$ cat config.mk
export PLATFORM = sky130hd
export DESIGN_NAME = dtmf_zc_pair_detect
export DESIGN_NICKNAME = d
export VERILOG_FILES = /design/src/rtl/dtmf_zc_pkg.sv /design/src/rtl/zc_period_meter.sv /design/src/rtl/zc_bin_classifier.sv /design/src/rtl/zc_band_lock.sv /design/src/rtl/dtmf_zc_pair_detect.sv
export SDC_FILE = /design/constraint.sdc
export NUM_CORES = 1
export LEC_CHECK = 0
export BUFFER_PORTS_ARGS = -buffer_cell sky130_fd_sc_hd__buf_2
export CELL_PAD_IN_SITES_DETAIL_PLACEMENT = 0
export CELL_PAD_IN_SITES_GLOBAL_PLACEMENT = 2
export CORE_UTILIZATION = 39
export DETAILED_ROUTE_END_ITERATION = 6
export GPL_TIMING_DRIVEN = 0
export PLACE_DENSITY = 0.91
export SLEW_MARGIN = 20
export SYNTH_ARGS = -nofsm -noshare
export SYNTH_HDL_FRONTEND = slang
export SYNTH_HIERARCHICAL = 1
export SYNTH_SLANG_ARGS = --single-unit
$ cat constraint.sdc
create_clock -name clk -period 2.8 [get_ports clk]
set_input_delay 0.56 -clock clk [delete_from_list [all_inputs] [get_ports clk]]
set_output_delay 0.56 -clock clk [all_outputs]
set_load 0.05 [all_outputs]
$ cat src/rtl/dtmf_zc_pkg.sv
package dtmf_zc_pkg;

   localparam int NUM_TONES = 4;
   localparam int IDX_W     = 2;

   // grp 0 = low band, grp 1 = high band
   function automatic int tone_hz(input int grp, input int idx);
      int f;
      f = 0;
      if (grp == 0) begin
         case (idx)
            0: f = 697;
            1: f = 770;
            2: f = 852;
            default: f = 941;
         endcase
      end else begin
         case (idx)
            0: f = 1209;
            1: f = 1336;
            2: f = 1477;
            default: f = 1633;
         endcase
      end
      return f;
   endfunction

   // shortest accepted period (tone 2.5 % high), rounded up
   function automatic int period_lo(input int clk_hz, input int f);
      longint num;
      longint den;
      num = longint'(clk_hz) * 40;
      den = longint'(f) * 41;
      return int'((num + den - 1) / den);
   endfunction

   // longest accepted period (tone 2.5 % low), rounded down
   function automatic int period_hi(input int clk_hz, input int f);
      longint num;
      longint den;
      num = longint'(clk_hz) * 40;
      den = longint'(f) * 39;
      return int'(num / den);
   endfunction

endpackage

$ cat src/rtl/zc_period_meter.sv
module zc_period_meter #(
   parameter int CNT_W   = 13,
   parameter int CNT_MAX = 5268
) (
   input  logic             clk,
   input  logic             rst_n,
   input  logic             pd_i,
   input  logic             sign_i,
   output logic             edge_o,
   output logic [CNT_W-1:0] cnt_o,
   output logic             ovf_o
);
   localparam logic [CNT_W-1:0] SAT = CNT_W'(CNT_MAX);
   localparam logic [CNT_W-1:0] ONE = CNT_W'(1);

   logic             prev_q;
   logic [CNT_W-1:0] cnt_q;

   assign edge_o = sign_i & ~prev_q;
   assign cnt_o  = cnt_q;
   assign ovf_o  = (cnt_q == SAT);

   always_ff @(posedge clk) begin
      if (!rst_n || pd_i) begin
         prev_q <= 1'b0;
         cnt_q  <= SAT;
      end else begin
         prev_q <= sign_i;
         if (edge_o)
            cnt_q <= ONE;
         else if (cnt_q != SAT)
            cnt_q <= cnt_q + ONE;
      end
   end
endmodule

$ cat src/rtl/zc_bin_classifier.sv
module zc_bin_classifier
   import dtmf_zc_pkg::*;
#(
   parameter int CLK_HZ = 3579545,
   parameter int GROUP  = 0,
   parameter int CNT_W  = 13
) (
   input  logic [CNT_W-1:0] cnt_i,
   output logic             hit_o,
   output logic [IDX_W-1:0] bin_o
);
   logic [NUM_TONES-1:0] match;

   for (genvar i = 0; i < NUM_TONES; i++) begin : g_win
      localparam int F  = tone_hz(GROUP, i);
      localparam int LO = period_lo(CLK_HZ, F);
      localparam int HI = period_hi(CLK_HZ, F);
      assign match[i] = (int'(cnt_i) >= LO) && (int'(cnt_i) <= HI);
   end

   always_comb begin
      hit_o = 1'b0;
      bin_o = '0;
      for (int i = 0; i < NUM_TONES; i++) begin
         if (match[i]) begin
            hit_o = 1'b1;
            bin_o = IDX_W'(i);
         end
      end
   end
endmodule

$ cat src/rtl/zc_band_lock.sv
module zc_band_lock
   import dtmf_zc_pkg::*;
#(
   parameter int LOCK_N = 4
) (
   input  logic             clk,
   input  logic             rst_n,
   input  logic             pd_i,
   input  logic             edge_i,
   input  logic             ovf_i,
   input  logic             hit_i,
   input  logic [IDX_W-1:0] bin_i,
   output logic             locked_o,
   output logic [IDX_W-1:0] bin_o
);
   localparam int RUN_W = $clog2(LOCK_N + 1);
   localparam logic [RUN_W-1:0] RUN_FULL = RUN_W'(LOCK_N);
   localparam logic [RUN_W-1:0] RUN_ONE  = RUN_W'(1);

   logic [RUN_W-1:0] run_q;
   logic [IDX_W-1:0] bin_q;

   assign locked_o = (run_q == RUN_FULL);
   assign bin_o    = bin_q;

   always_ff @(posedge clk) begin
      if (!rst_n || pd_i) begin
         run_q <= '0;
         bin_q <= '0;
      end else if (edge_i) begin
         if (hit_i) begin
            if (run_q != '0 && bin_i == bin_q) begin
               if (run_q != RUN_FULL)
                  run_q <= run_q + RUN_ONE;
            end else begin
               run_q <= RUN_ONE;
               bin_q <= bin_i;
            end
         end else begin
            run_q <= '0;
         end
      end else if (ovf_i) begin
         run_q <= '0;
      end
   end

   // lock may only appear on the clock that closed a period
   assert_lock_after_edge_R6: assert property (@(posedge clk) disable iff (!rst_n)
      $rose(locked_o) |-> $past(edge_i));

   // silence (saturated count) empties the run
   assert_ovf_clears_R8: assert property (@(posedge clk) disable iff (!rst_n)
      (ovf_i && !edge_i) |=> (run_q == '0));
endmodule

$ cat src/rtl/dtmf_zc_pair_detect.sv
module dtmf_zc_pair_detect
   import dtmf_zc_pkg::*;
#(
   parameter int CLK_HZ = 3579545,
   parameter int LOCK_N = 4
) (
   input  logic       clk,
   input  logic       rst_n,
   input  logic       low_sign_i,
   input  logic       high_sign_i,
   input  logic       inhibit_i,
   input  logic       pwr_down_i,
   output logic       early_valid_o,
   output logic [1:0] row_o,
   output logic [1:0] col_o
);
   localparam int LOW_MAX = period_hi(CLK_HZ, tone_hz(0, 0)) + 1;
   localparam int CNT_W   = $clog2(LOW_MAX + 1);
   localparam logic [IDX_W-1:0] TOP_COL = IDX_W'(NUM_TONES - 1);

   if (LOCK_N < 2) begin : g_bad_lock
      $error("LOCK_N must be at least 2");
   end
   if (CLK_HZ < 20000) begin : g_bad_clk
      $error("CLK_HZ too low to separate neighbouring tone windows");
   end

   logic [1:0]       sign_v;
   logic [1:0]       lock_v;
   logic [IDX_W-1:0] bin_v [2];

   assign sign_v = {high_sign_i, low_sign_i};

   for (genvar g = 0; g < 2; g++) begin : g_band
      localparam int BAND_MAX = period_hi(CLK_HZ, tone_hz(g, 0)) + 1;

      logic             edge_w;
      logic             ovf_w;
      logic             hit_w;
      logic [CNT_W-1:0] cnt_w;
      logic [IDX_W-1:0] cls_w;

      zc_period_meter #(.CNT_W(CNT_W), .CNT_MAX(BAND_MAX)) u_meter (
         .clk(clk), .rst_n(rst_n), .pd_i(pwr_down_i), .sign_i(sign_v[g]),
         .edge_o(edge_w), .cnt_o(cnt_w), .ovf_o(ovf_w));

      zc_bin_classifier #(.CLK_HZ(CLK_HZ), .GROUP(g), .CNT_W(CNT_W)) u_cls (
         .cnt_i(cnt_w), .hit_o(hit_w), .bin_o(cls_w));

      zc_band_lock #(.LOCK_N(LOCK_N)) u_lock (
         .clk(clk), .rst_n(rst_n), .pd_i(pwr_down_i), .edge_i(edge_w),
         .ovf_i(ovf_w), .hit_i(hit_w), .bin_i(cls_w),
         .locked_o(lock_v[g]), .bin_o(bin_v[g]));
   end

   logic pair_ok;
   assign pair_ok = lock_v[0] && lock_v[1] && !(inhibit_i && bin_v[1] == TOP_COL);

   always_ff @(posedge clk) begin
      if (!rst_n || pwr_down_i) begin
         early_valid_o <= 1'b0;
         row_o         <= '0;
         col_o         <= '0;
      end else begin
         early_valid_o <= pair_ok;
         if (pair_ok) begin
            row_o <= bin_v[0];
            col_o <= bin_v[1];
         end
      end
   end

   assert_ev_needs_locks_R4: assert property (@(posedge clk) disable iff (!rst_n)
      early_valid_o |-> $past(lock_v[0] && lock_v[1]));

   assert_drop_on_loss_R7: assert property (@(posedge clk) disable iff (!rst_n)
      !(lock_v[0] && lock_v[1]) |=> !early_valid_o);

   assert_inhibit_col3_R9: assert property (@(posedge clk) disable iff (!rst_n)
      early_valid_o |-> !($past(inhibit_i) && col_o == TOP_COL));

   assert_pd_idle_R10: assert property (@(posedge clk) disable iff (!rst_n)
      pwr_down_i |=> (!early_valid_o && row_o == 2'd0 && col_o == 2'd0));
endmodule

Word-level counts from Yosys, hierarchy flattened
Index checks and enable logic that the tools add are counted.
{ "totals": {"wordCells": 108, "ram_bits": 0, "latch_bits": 0, "romBits": 0, "register_bits": 43, "in_bits": 6, "n_memories": 0, "out_inout_bits": 5} }
{ "classes": {"magnitude_cmp": 16, "mul": 0, "addsub": 4, "n_mux": 28, "bitwise": 6, "n_div": 0, "eq_ne": 13, "shift": 0, "n_reduce_logical": 28} }
{ "ops": {"columns": ["cell", "n"], "rows": [
  ["13-bit by 12-bit greater-or-equal comparator with 1-bit output, second input constant", 5],
  ["13-bit by 12-bit less-or-equal comparator with 1-bit output, second input constant", 5],
  ["13-bit greater-or-equal comparator, second input constant", 3],
  ["13-bit less-or-equal comparator, second input constant", 3],
  ["3-bit 2-to-1 mux", 10],
  ["13-bit by 1-bit adder with 13-bit output, second input constant", 2],
  ["13-bit 2-to-1 mux", 2],
  ["12-bit 2-to-1 mux", 2],
  ["13-bit by 12-bit equality test with 1-bit output, second input constant", 1],
  ["13-bit equality test, second input constant", 1],
  ["1-bit logical AND", 13],
  ["13-bit by 12-bit inequality test with 1-bit output, second input constant", 1],
  ["13-bit inequality test, second input constant", 1],
  ["1-bit 2-to-1 mux", 10],
  ["2-bit 2-to-1 mux", 4],
  ["4-bit inequality test, second input constant", 2],
  ["2-bit nonzero test", 4],
  ["3-bit by 1-bit adder with 3-bit output, second input constant", 2],
  ["3-bit equality test, second input constant", 2],
  ["3-bit inequality test, second input constant", 2],
  ["3-bit AND reduction", 2],
  ["3-bit nonzero test", 2],
  ["2-bit equality test", 2],
  ["1-bit NOT", 4],
  ["other kinds (6)", 10]
]} }

Depth between registers and ports, before layout
{ "depth": {"word_depth": 10, "ltp_mapped": 10, "mapped_depth_nobuf": 9} }

By module
Netlist, hierarchy kept.
{ "modules_own_cells": {"columns": ["mod", "area_each_um2", "seq_area_each_um2", "instances", "cells_each"], "rows": [
  ["zc_period_meter (g_band[1].u_meter)", 809.5, 280.3, 1, 88],
  ["zc_period_meter (g_band[0].u_meter)", 674.4, 280.3, 1, 71],
  ["zc_band_lock", 321.6, 100.1, 2, 36],
  ["zc_bin_classifier (g_band[1].u_cls)", 320.3, 0.0, 1, 48],
  ["dtmf_zc_pair_detect", 232.7, 100.1, 1, 22],
  ["zc_bin_classifier (g_band[0].u_cls)", 225.2, 0.0, 1, 36]
]} }

Least setup slack after synthesis
No wires, ideal clock.
{ "synth_path": {"path_kind": "register to register", "startpoint": "reg g_band[1].u_meter.cnt_q[4]", "endpoint": "reg g_band[1].u_lock.run_q[0]", "period_less_slack_ns": 2.247, "setup_slack_ns": 0.553, "path_stages_with_launch": 10, "setup_time_ns": 0.101, "t_arrival_ns": 2.146, "t_required_ns": 2.699, "path_cell_list": "dfxtp_1 and4b_1 nor4bb_2 a311oi_1 o21ai_1 or3_1 nand2_2 o41ai_2 nand3_1 o41ai_1"} }
{ "synth_between": {"word_cells_on_any_way": 28, "classes_between": "order compare (8); eq/ne (3); mux (10); reduce/logical (7)"} }
{ "synth_lines": {"columns": ["item", "line_no", "rtl"], "rows": [
  ["start, declared", "zc_period_meter.sv:17", "logic [CNT_W-1:0] cnt_q;"],
  ["start signal, assigned", "zc_period_meter.sv:32", "cnt_q <= cnt_q + ONE;"],
  ["13-bit by 12-bit greater-or-equal comparator with 1-bit output or 13-bit by 12-bit less-or-equal comparator with 1-bit output (tied branches)", "zc_bin_classifier.sv:18", "assign match[i] = (int'(cnt_i) >= LO) && (int'(cnt_i) <= HI);"],
  ["1-bit logical AND", "zc_bin_classifier.sv:18", null],
  ["2-bit 2-to-1 mux", "zc_bin_classifier.sv:25", "if (match[i]) begin"],
  ["2-bit 2-to-1 mux (*)", "zc_bin_classifier.sv:25", null],
  ["via g_band[1].cls_w[1]", "dtmf_zc_pair_detect.sv:41", "logic [IDX_W-1:0] cls_w;"],
  ["2-bit equality test (*)", "zc_band_lock.sv:32", "if (run_q != '0 && bin_i == bin_q) begin"],
  ["1-bit logical AND (*)", "zc_band_lock.sv:32", null],
  ["3-bit 2-to-1 mux", "zc_band_lock.sv:32", null],
  ["3-bit 2-to-1 mux", "zc_band_lock.sv:31", "if (hit_i) begin"],
  ["3-bit 2-to-1 mux", "zc_band_lock.sv:30", "end else if (edge_i) begin"],
  ["end signal, assigned", "zc_band_lock.sv:34", "run_q <= run_q + RUN_ONE;"],
  ["end, declared", "zc_band_lock.sv:20", "logic [RUN_W-1:0] run_q;"]
]} }
Mark *: on every way through the listed nets, which the timed path passes. The rest lies on a longest branch.
A chain may end at the register's enable or synchronous reset.

Worst setup path in the final report
{ "layout_path": {"startpoint": "reg g_band[1].u_meter.cnt_q[6]", "endpoint": "reg g_band[1].u_lock.run_q[0]"} }
The elaborated chain is that of the path after synthesis.

==> run_results.csv <==
group,metric,value,unit
place,dpl.hpwl,4570,µm
clock_tree,numCtsBuffers,5,
timing,fmax,396,MHz
finish,nFillCells,720,
power_and_ir_drop,power.share.clock,40.2,%
logic_synthesis,synth.cell_area,2910,µm²
routing,drt_wl_total,6470,µm
timing,fin_skew,12.7,ps
worst_setup_path,regToRegStartpoint,"g_band[1].u_meter/cnt_o[6]",
power_and_ir_drop,switching_share,26.4,%
routing,drc,0,
routing,drtIter0Drc,97,
clock_tree,cts_max_level,2,
clock_tree,hold_buffers,0,
logic_synthesis,synth-seq-cells,43,
finish,final_core_util,44.8,%
logic_synthesis,synth_area_leaders,"dfxtp_1 30%, nand3_1 4.5%, ha_1 3.4%",
finish,antennaDiodeCount,0,
worst_setup_path,crit_type,"flop to flop",
die,die_height,88.3,µm
routing,ant_nets,0,
routing,post_drt_via_cell_ratio,5.67,
global_routing,grt.total_usage,17.3,%
logic_synthesis,synth_edf_count,0,
timing,fin_tns_setup,0,ps
power_and_ir_drop,peakVddDrop,0.219,mV
global_routing,grt_pass1_vias,2265,
logic_synthesis,synthFlopType,"dfxtp_1",
clock_tree,worstSkewPairLatency,300,ps
die,die_area,7800,µm²
worst_setup_path,cp-start-kind,"flop",
worst_setup_path,crit_chain,"buf_2 > nand3_1 > o21ai_0 > o2111ai_1 > o21ai_1 > or3_1 > nand2_2 > o41ai_4 > nand3_1 > o41ai_1",
global_routing,gr-total-overflow,0,
die,io_pins,11,
worst_setup_path,cp.required,3000,ps
timing,rsz0062_at_grt,"false",
power_and_ir_drop,p_leak,1.15,nW
timing,period_minus_slack,2520,ps
power_and_ir_drop,pwr-share-comb,13.8,%
global_routing,grt_max_degree,15,
worst_setup_path,end_kind,"flop",
clock_tree,cts_sinks,43,
clock_tree,post_cts_buffers,0,
run_status,outcome,"complete, no violations",
place,globalplace.congestion,0.813,
logic_synthesis,postSynth.asyncResetShare,0,%
power_and_ir_drop,p_int,1.07,mW
hold_path,hold_path.startpoint,"row_o[0]",
logic_synthesis,post-synth-top-area-cell,"dfxtp_1",
power_and_ir_drop,powerDensity,448,nW/µm²
finish,nets,368,
routing,vias,2572,
clock_tree,cts_tree,"done",
global_routing,antenna_found_initial,0,
logic_synthesis,syn_area_per_cell,8.62,µm²
timing,tightest_slew,496,ps
clock_tree,clk_path_buf_depth,2,
worst_setup_path,cpPeakStageDelay,500,ps
logic_synthesis,yosysMostFrequentCell,"dfxtp_1",
logic_synthesis,synth_cell_types,73,
worst_setup_path,crit_arrival,2730,ps
clock_tree,clk_pin_slew,90,ps
die,die_w,88.3,µm
worst_setup_path,worstPathMaxFanout,10,
global_routing,grt_pass1_wl,10900,µm
power_and_ir_drop,switching_power,0.382,mW
routing,wl_per_cell,14.2,µm
worst_setup_path,cp-startpoint,"g_band[1].u_meter/cnt_o[6]",
logic_synthesis,syn_inst,337,
die,rows,31,
clock_tree,cts_resized,0,
clock_tree,cts-root-buf,"clkbuf_8",
die,core_area,7210,µm²
worst_setup_path,cpMaxStageDelayCell,"dfxtp_1",
logic_synthesis,syn_nets,351,
place,post-place-ws,160,ps
logic_synthesis,yosysWarningCount,6,
hold_path,hold_path_class,"flop to flop",
logic_synthesis,synth_top_area_share,29.6,%
timing,drv_slew,0,
place,io_buffers,10,
logic_synthesis,ys_seq_area_share,29.6,%
timing,hold_viol,0,
timing,slew_headroom,66.9,%
flow_run,drv_cap,0,
die,start_util,40.3,%
finish,synthToLayoutAreaGrowth,11.3,%
power_and_ir_drop,seq_power_share,46.0,%
timing,worst_slack,278,ps
timing,post-route-period-util,90.1,%
timing,setup_viol_count_final,0,
routing,firstDrtPassIters,4,
finish,layout-drive-gt1-share,18.0,%
logic_synthesis,synth_commonest_cells,"43 x dfxtp_1, 26 x nand3_1, 24 x nand2_1",
worst_setup_path,crit_top_cell,"nand3_1",
==> cell families after synthesis <==
logic type	count (synthesis)	share of synthesized area, %
buf+inv	25	3.88
fa+ha+maj	8	3.45
mux	3	1.08
simple gates	159	35.1
flops	43	29.6
compound gates	85	22.1
xor+xnor	14	4.74
==> sequential cells by signal, summed over array words and instances (netlist names) <==
signal,count
g_band.u_lock/bin_o,4
early_valid_o,1
g_band.u_meter/cnt_o,26
g_band.u_meter/prev_q,2
row_o,2
col_o,2
g_band.u_lock/run_q,6
==> worst paths after layout <==
| path | slack (ps) | cells after the start | endpoint |
|---|---|---|---|
| min | 470 | 2 | row_o[0] |
| max | 280 | 10 | g_band[1].u_lock/run_q[0] |
| max reg2reg | 280 | 10 | g_band[1].u_lock/run_q[0] |
| min reg2reg | 470 | 2 | row_o[0] |
==> power by group through the flow <==
stage | clock network, mW | logic (mW) | registers [mW]
6_report | 0.583 | 0.200 | 0.666
5_1_grt | 0.621 | 0.222 | 0.670
4_1_cts | 0.596 | 0.195 | 0.664
3_5_place_dp | 0 | 0.194 | 0.678
3_3_place_gp | 0 | 0.192 | 0.679
2_1_floorplan | 0 | 0.154 | 0.667
==> per-layer routing <==
| metal | track usage, % | wire length [µm] | up-vias |
|---|---|---|---|
| met2 | 27.1 | 2920 | 20 |
| met3 | 3.08 | 122 | 2 |
| met1 | 24.8 | 3390 | 1233 |
| met4 | 3.52 | 34 | 0 |
| met5 | 0 | 0 | - |
| li1 | - | - | 1317 |
==> per-stage QoR <==
stage / hold WS [ps] / instance area, µm² / total power, mW / std cells
after floorplan: 461 / 2910 / 0.821 / 337
after global placement: 453 / 3080 / 0.870 / 446
after detailed placement: 462 / 3080 / 0.872 / 446
after CTS: 475 / 3220 / 1.45 / 454
after global routing: 493 / 3230 / 1.51 / 454
final: 470 / 3230 / 1.45 / 454
==> worst max-delay path: cells and delay by family (launching register included) <==
| family | cells | cell delay (ps) |
|---|---|---|
| AND/OR/NAND/NOR | 4 | 550 |
| buffers and inverters | 1 | 270 |
| flip-flops | 1 | 500 |
| AO/OA/AOI/OAI | 5 | 1120 |
==> layout make-up <==
class                      instances  area (µm²)  area share (%)
multi-input combinational        269        1940            60.1
sequential                        43         867            26.8
tap                               99         124            3.83
clock buffer                       5        68.8            2.13
clock inverter                     3        67.6            2.09
inverter                          16        60.1            1.86
buffer                             9        52.6            1.63
timing repair buffer              10        50.0            1.55
==> cell usage in the layout, fill, tap and decap left out, drive strengths merged, types with 3 or more instances in the layout <==
cell type and count:
a211oi 5, a21boi 4, a21o 4, a21oi 14, a31oi 4, and2 5, and3 3, and4 4
buf 16, clkbuf 8, dfxtp 43, ha 8, inv 16, nand2 27, nand2b 12, nand3 27
nand3b 3, nand4 11, nand4b 3, nor2 15, nor2b 5, nor3 6, nor4 5, nor4b 7
nor4bb 3, o2111ai 3, o211ai 8, o21a 3, o21ai 17, o31a 3, o31ai 5, o41ai 4
or2 4, or3 5, or4 7, xor2 13
Power figures use the tool's default switching activity.
